===== src/rtl/coh_order_mon.sv =====
module coh_order_mon #(
  parameter int DW = 8
) (
  input  logic          clk,
  input  logic          rst,
  input  logic          op_valid,
  input  logic          op_agent,
  input  logic          op_write,
  input  logic [DW-1:0] op_data,
  output logic          err,
  output logic [DW-1:0] err_prev,
  output logic [DW-1:0] err_curr
);
  localparam logic [DW-1:0] MAXV = {DW{1'b1}};

  logic [DW-1:0] cnt, last;

  wire ld_ev = op_valid & op_agent & ~op_write;
  wire st_ev = op_valid & ~op_agent & op_write;
  wire back  = ld_ev & (op_data < last);
  wire ahead = ld_ev & (op_data > cnt);
  wire viol  = back | ahead;

  always_ff @(posedge clk) begin
    if (rst) begin
      cnt      <= '0;
      last     <= '0;
      err      <= 1'b0;
      err_prev <= '0;
      err_curr <= '0;
    end else begin
      if (st_ev && cnt != MAXV) cnt <= cnt + 1'b1;
      if (ld_ev && !back) last <= op_data;
      if (viol && !err) begin
        err      <= 1'b1;
        err_prev <= last;
        err_curr <= op_data;
      end
    end
  end

  p_backward_r2: assert property (@(posedge clk) disable iff (rst)
    (ld_ev && op_data < last) |=> err);

  p_ahead_r4: assert property (@(posedge clk) disable iff (rst)
    (ld_ev && op_data > cnt) |=> err);

  p_sticky_r5: assert property (@(posedge clk) disable iff (rst)
    err |=> err);

  p_pair_hold_r6: assert property (@(posedge clk) disable iff (rst)
    err |=> ($stable(err_prev) && $stable(err_curr)));

  p_count_mono_r9: assert property (@(posedge clk) disable iff (rst)
    1'b1 |=> cnt >= $past(cnt));

  p_history_mono_r8: assert property (@(posedge clk) disable iff (rst)
    !ld_ev |=> $stable(last));
endmodule


===== config.mk =====
export PLATFORM = sky130hd
export DESIGN_NAME = coh_order_mon
export DESIGN_NICKNAME = d
export VERILOG_FILES = /design/src/rtl/coh_order_mon.sv
export SDC_FILE = /design/constraint.sdc
export NUM_CORES = 1
export LEC_CHECK = 0
export BUFFER_PORTS_ARGS = -buffer_cell sky130_fd_sc_hd__buf_2
export CORE_MARGIN = 5
export CORE_UTILIZATION = 55
export CTS_BUF_LIST = sky130_fd_sc_hd__clkbuf_16
export DETAILED_ROUTE_END_ITERATION = 16
export MAX_ROUTING_LAYER = met4
export PLACE_DENSITY = 0.76
export SLEW_MARGIN = 20
export SYNTH_ARGS = -nofsm -noshare
export SYNTH_HDL_FRONTEND = slang
export SYNTH_SLANG_ARGS = --single-unit
export TNS_END_PERCENT = 30

===== constraint.sdc =====
create_clock -name clk -period 5.55 [get_ports clk]
set_input_delay 0.2775 -clock clk [delete_from_list [all_inputs] [get_ports clk]]
set_output_delay 0.2775 -clock clk [all_outputs]
set_load 0.01 [all_outputs]

# --- Yosys cells after proc, flatten, opt, wreduce, memory -nomap -nowiden ---
# Cells that the tools add are included.
classes:
  add_sub_neg: 1
  n_lt_le_gt_ge: 2
  n_eq_ne: 1
  bitwise: 9
  n_reduce_logical: 5
op_table:
  columns: ["cell", "count"]
  rows:
  - ["$add 8x1->8 const B", 1]
  - ["$gt 8x8->1", 1]
  - ["$lt 8x8->1", 1]
  - ["$ne 8x8->1 const B", 1]
  - ["$and 1x1->1", 6]
  - ["$logic_and 1x1->1", 3]
  - ["$logic_not 1->1", 2]
  - ["$not 1->1", 2]
  - ["$or 1x1->1", 1]
totals:
  ff_bits: 33
  input_bits: 13
  out_inout_bits: 17
  word_cells: 23

# --- Depth between registers and ports, before layout ---
depth:
  depth_word: 5
  ltp_mapped: 9
  depth_no_buf: 7

# --- Worst setup path after synthesis ---
# No wires, ideal clock.
synth_path:
  path_type: "reg2reg"
  from: "reg cnt[1]"
  to: "reg err_curr[5]"
  setup_time_ps: 72
  arrival_time_ps: 1854
  required_ps: 5478
  path_slack_ps: 3624
  path_stages_with_launch: 10
  path_buffers: 2
  synth_period_minus_slack_ps: 1926
  path_cell_list: "dfxtp_1 > inv_1 > ha_1 > nor2b_1 > o211a_1 > o31a_1 > a22oi_2 > buf_6 > buf_12 > mux2i_1"
synth_between:
  elab_chain_cells: 4
synth_rtl:
  columns: ["element", "line_no", "rtl"]
  rows:
  - ["from (decl)", "16", "logic [DW-1:0] cnt, last;"]
  - ["from (signal assigned)", "32", "if (st_ev && cnt != MAXV) cnt <= cnt + 1'b1;"]
  - ["$gt 8x8->1", "21", "wire ahead = ld_ev & (op_data > cnt);"]
  - ["$and 1x1->1", "21", null]
  - ["$or 1x1->1", "22", "wire viol = back | ahead;"]
  - ["$logic_and 1x1->1", "34", "if (viol && !err) begin"]
  - ["to (signal assigned)", "37", "err_curr <= op_data;"]
  - ["to (decl)", "12", "output logic [DW-1:0] err_curr"]
# Every way passes these cells.
# A chain may end at the register's enable or synchronous reset.

# --- Final worst setup path ---
layout_path:
  from: "reg cnt[1]"
  to: "reg err_curr[0]"
# The elaborated chain is that of the path after synthesis.

==> results.toml <==
[sta]
setup_violations = 0
hold_violations = 0
maxSlewHeadroom_pct = 53.9
layout_min_cycle_time_ns = 2.32
hold_slack_ns = 0.301
final.period_utilization_pct = 41.8
finClkSkew_ns = 0.00412
slew_worst_pin_ns = 0.690
rsz0062_at_grt = "no"
setup_tns_ns = 0
fmax_mhz = 431
timing_max_transition_violations_final = 0

[critical_path]
critical_path_class = "reg2reg"
timing.critical_path.from_type = "flop"
worst-r2r-setup-slack_ns = 3.23
crit_path_start = "cnt[1]$_SDFFE_PP0P_"
r2r_end = "err_curr[0]$_SDFFE_PP0P_"
critPathCaptureType = "flop"
reg2regPathDepth = 8
endpoint = "err_curr[0]$_SDFFE_PP0P_"
worstReg2RegStart = "cnt[1]$_SDFFE_PP0P_"
worst-endpoint-required_ns = 5.75
timing.critical_path.arrival_ns = 2.53
cp_max_fo = 11

[logic_synthesis]
synth.area.top_cells = "dfxtp_1 (36%), ha_1 (11%), nand2b_1 (11%), mux2i_1 (9.3%), a21oi_1 (3.8%)"
postSynthAreaPerCell_um2 = 9.08
synth_cells = 202
synth_adder_area_share_pct = 10.9
ys_ff_latch = 33
synth.yosys.seq_area_share_pct = 36.0
post_synthesis_net_count = 231
synth_top_family_by_area = "simple AND/OR/NAND/NOR gates"
synth.lib_cells_used.distinct = 32
yosysWarningCount = 0
synth_xor_area_share_pct = 2.86
post_synth_mux_area_share_pct = 9.89
synth_compound_area_share_pct = 13.0
synth_top_area_cell = "dfxtp_1"
post_synth_and_or_nand_nor_area_fraction_pct = 21.1
netlist.area_leader.share_pct = 36.0
netlist_area_um2 = 1830

[floorplan]
die_h_um = 67.8
die_area_um2 = 4590
core_region_area_um2 = 3280
row_count = 21
boundaryPins = 30
initial_utilization_pct = 55.8
horizontal_extent_of_the_die_um = 67.8

[clocking]
htreeDepth = 2
post-cts-setup-buffers = 0
clock-root-buffer = "clkbuf_16"
tritoncts.num_buffers = 5
cts_tree = "built"
clkSinkCount = 33
post_cts_resize_count = 0
largest_buffer_count_on_any_clock_path = 2
clock_slew_at_the_register_clock_pins_of_the_worst_setup_and_hold_paths_ns = 0.05
worst_skew_pair.late_latency_ns = 0.28
cts_hold_repair.buffers = 0

[finish]
area_growth_syn_to_layout_pct = 16.5
diodes = 0
nNetsFinal = 261
n_fill_cell = 272
layout-drive-gt1-share_pct = 18.5
postLayoutCoreUtil_pct = 65.1

[power_and_ir_drop]
leakage_nw = 0.930
vdd_ir_drop_max_v = 0.000216
cellPowerDensity_nw_per_um2 = 266

[placed_design]
routabilityCongestion = 0.869
buffer_ports.inserted = 29
post-dp-hpwl_um = 2530

[detailed_routing]
via_count = 1456
viasPerCell = 5.22
drc = 0
drt-total-wl_um = 3550
detail-route-antenna-nets = 0
uppermost_layer_routed = "met4"
wirelength_met1_um = 1660
avgRoutedWirePerCell_um = 12.7
met3WireLength_um = 188
met2WireLength_um = 1610
drt-pass1-iter-count = 4
drt_first_iter_violations = 47

[flow_run]
max_cap_viol_count = 0

[grt]
grt_util_all_layers_pct = 17.9
initial_antenna_violation_count = 0
global_route.overflow_total = 0
grt_pass1_vias = 1342
grt_pass1_wl_um = 5970
pin_count_of_the_biggest_net_entering_global_routing = 50

[run_status]
outcome = "finished, final reports clean"

[min_path]
hold_class = "in2reg"
kinds of logic (layout without fill, tap and decap cells):
group,Yosys count,count (layout)
XOR/XNOR,6,6
AND/OR/NAND/NOR,71,71
multiplexers,18,18
buffers and inverters,24,55
adder cells (fa/ha/maj),16,16
flip-flops,33,33
AO/OA/AOI/OAI,34,34
metal layers:
layer	global-route usage (%)	up-vias
li1	-	751
met5	-	-
met4	8.35	0
met2	29.2	39
met3	3.99	10
met1	20.8	656
how the worst min path moves through the flow:
stage / start / end / slack (ns) / cells past startpoint
detailed placement: err_prev[1]$_SDFFE_PP0P_ / err_prev[1]$_SDFFE_PP0P_ / 0.46 / 2
global route: op_data[7] / last[7]$_SDFFE_PP0P_ / 0.32 / 3
global placement: err_prev[1]$_SDFFE_PP0P_ / err_prev[1]$_SDFFE_PP0P_ / 0.46 / 2
floorplan: op_data[0] / last[0]$_SDFFE_PP0P_ / 0.43 / 2
CTS: op_data[7] / last[7]$_SDFFE_PP0P_ / 0.30 / 3
finish: op_data[7] / last[7]$_SDFFE_PP0P_ / 0.30 / 3
state kept, by name, summed over array words and instances (netlist names):
signal,count
err,1
cnt,8
err_curr,8
err_prev,8
last,8
synth_stat cells:
cell,n
dfxtp_1,33
nand2b_1,32
inv_1,17
mux2i_1,17
ha_1,16
a21oi_1,14
nor2_1,12
nand3_1,10
o21ai_0,10
clkbuf_1,5
nand2_1,5
xnor2_1,5
nand4_1,3
nor2b_1,3
nor3_1,3
a211oi_2,1
a21o_1,1
a22oi_2,1
a41o_1,1
a41oi_4,1
buf_12,1
buf_6,1
mux2_2,1
nand3b_1,1
nor4_1,1
o211a_1,1
o21ai_1,1
o21ai_2,1
o311ai_2,1
o31a_1,1
or3_1,1
xor2_1,1
power breakdown:
| group | leakage (nW) | switching (W) | internal (W) |
|---|---|---|---|
| Clock | 0.0748 | 0.0000949 | 0.000162 |
| Sequential | 0.267 | 0.00000353 | 0.000243 |
| Combinational | 0.589 | 0.0000370 | 0.0000283 |
| Total | 0.930 | 0.000135 | 0.000434 |
cell usage in the layout, fill, tap and decap left out, drive strengths merged, types with 2 or more instances in the layout:
master and count:
xnor2 5, clkinv 2, buf 30, ha 16, mux2i 17, nand2b 32
nor2b 3, nand4 3, nand2 5, a21oi 14, nor2 12, o21ai 12
inv 18, nand3 10, nor3 3, clkbuf 5, dfxtp 33
area by class of cell:
cell class	instances	area, um^2	share of cell area (%)
multi-input cells	145	1060	49.6
flip-flops and latches	33	661	30.9
clock inverters	3	13.8	0.644
well taps	46	57.6	2.69
inverters	17	63.8	2.99
clock buffers	5	125	5.85
repair buffers	30	156	7.32
metrics by stage:
| step | instances | area [um^2] | worst slack (ns) | total power, W |
|---|---|---|---|---|
| 3_3_place_gp | 270 | 1990 | 2.90 | 0.000315 |
| 6_report | 279 | 2140 | 3.23 | 0.000569 |
| 4_1_cts | 279 | 2140 | 3.21 | 0.000572 |
| 2_1_floorplan | 202 | 1830 | 3.62 | 0.000298 |
| 5_1_grt | 279 | 2140 | 3.05 | 0.000589 |
| 3_5_place_dp | 271 | 2000 | 3.20 | 0.000317 |
critical path, cell delays in order, from the launching register on:
cell     delay (ns)
dfxtp_1        0.37
inv_1          0.06
ha_1           0.28
nor2b_1        0.14
o211a_1        0.19
o31a_1         0.28
a22oi_2        0.47
buf_6          0.26
mux2i_1        0.20
No activity file was read; power rests on OpenSTA's default activity.
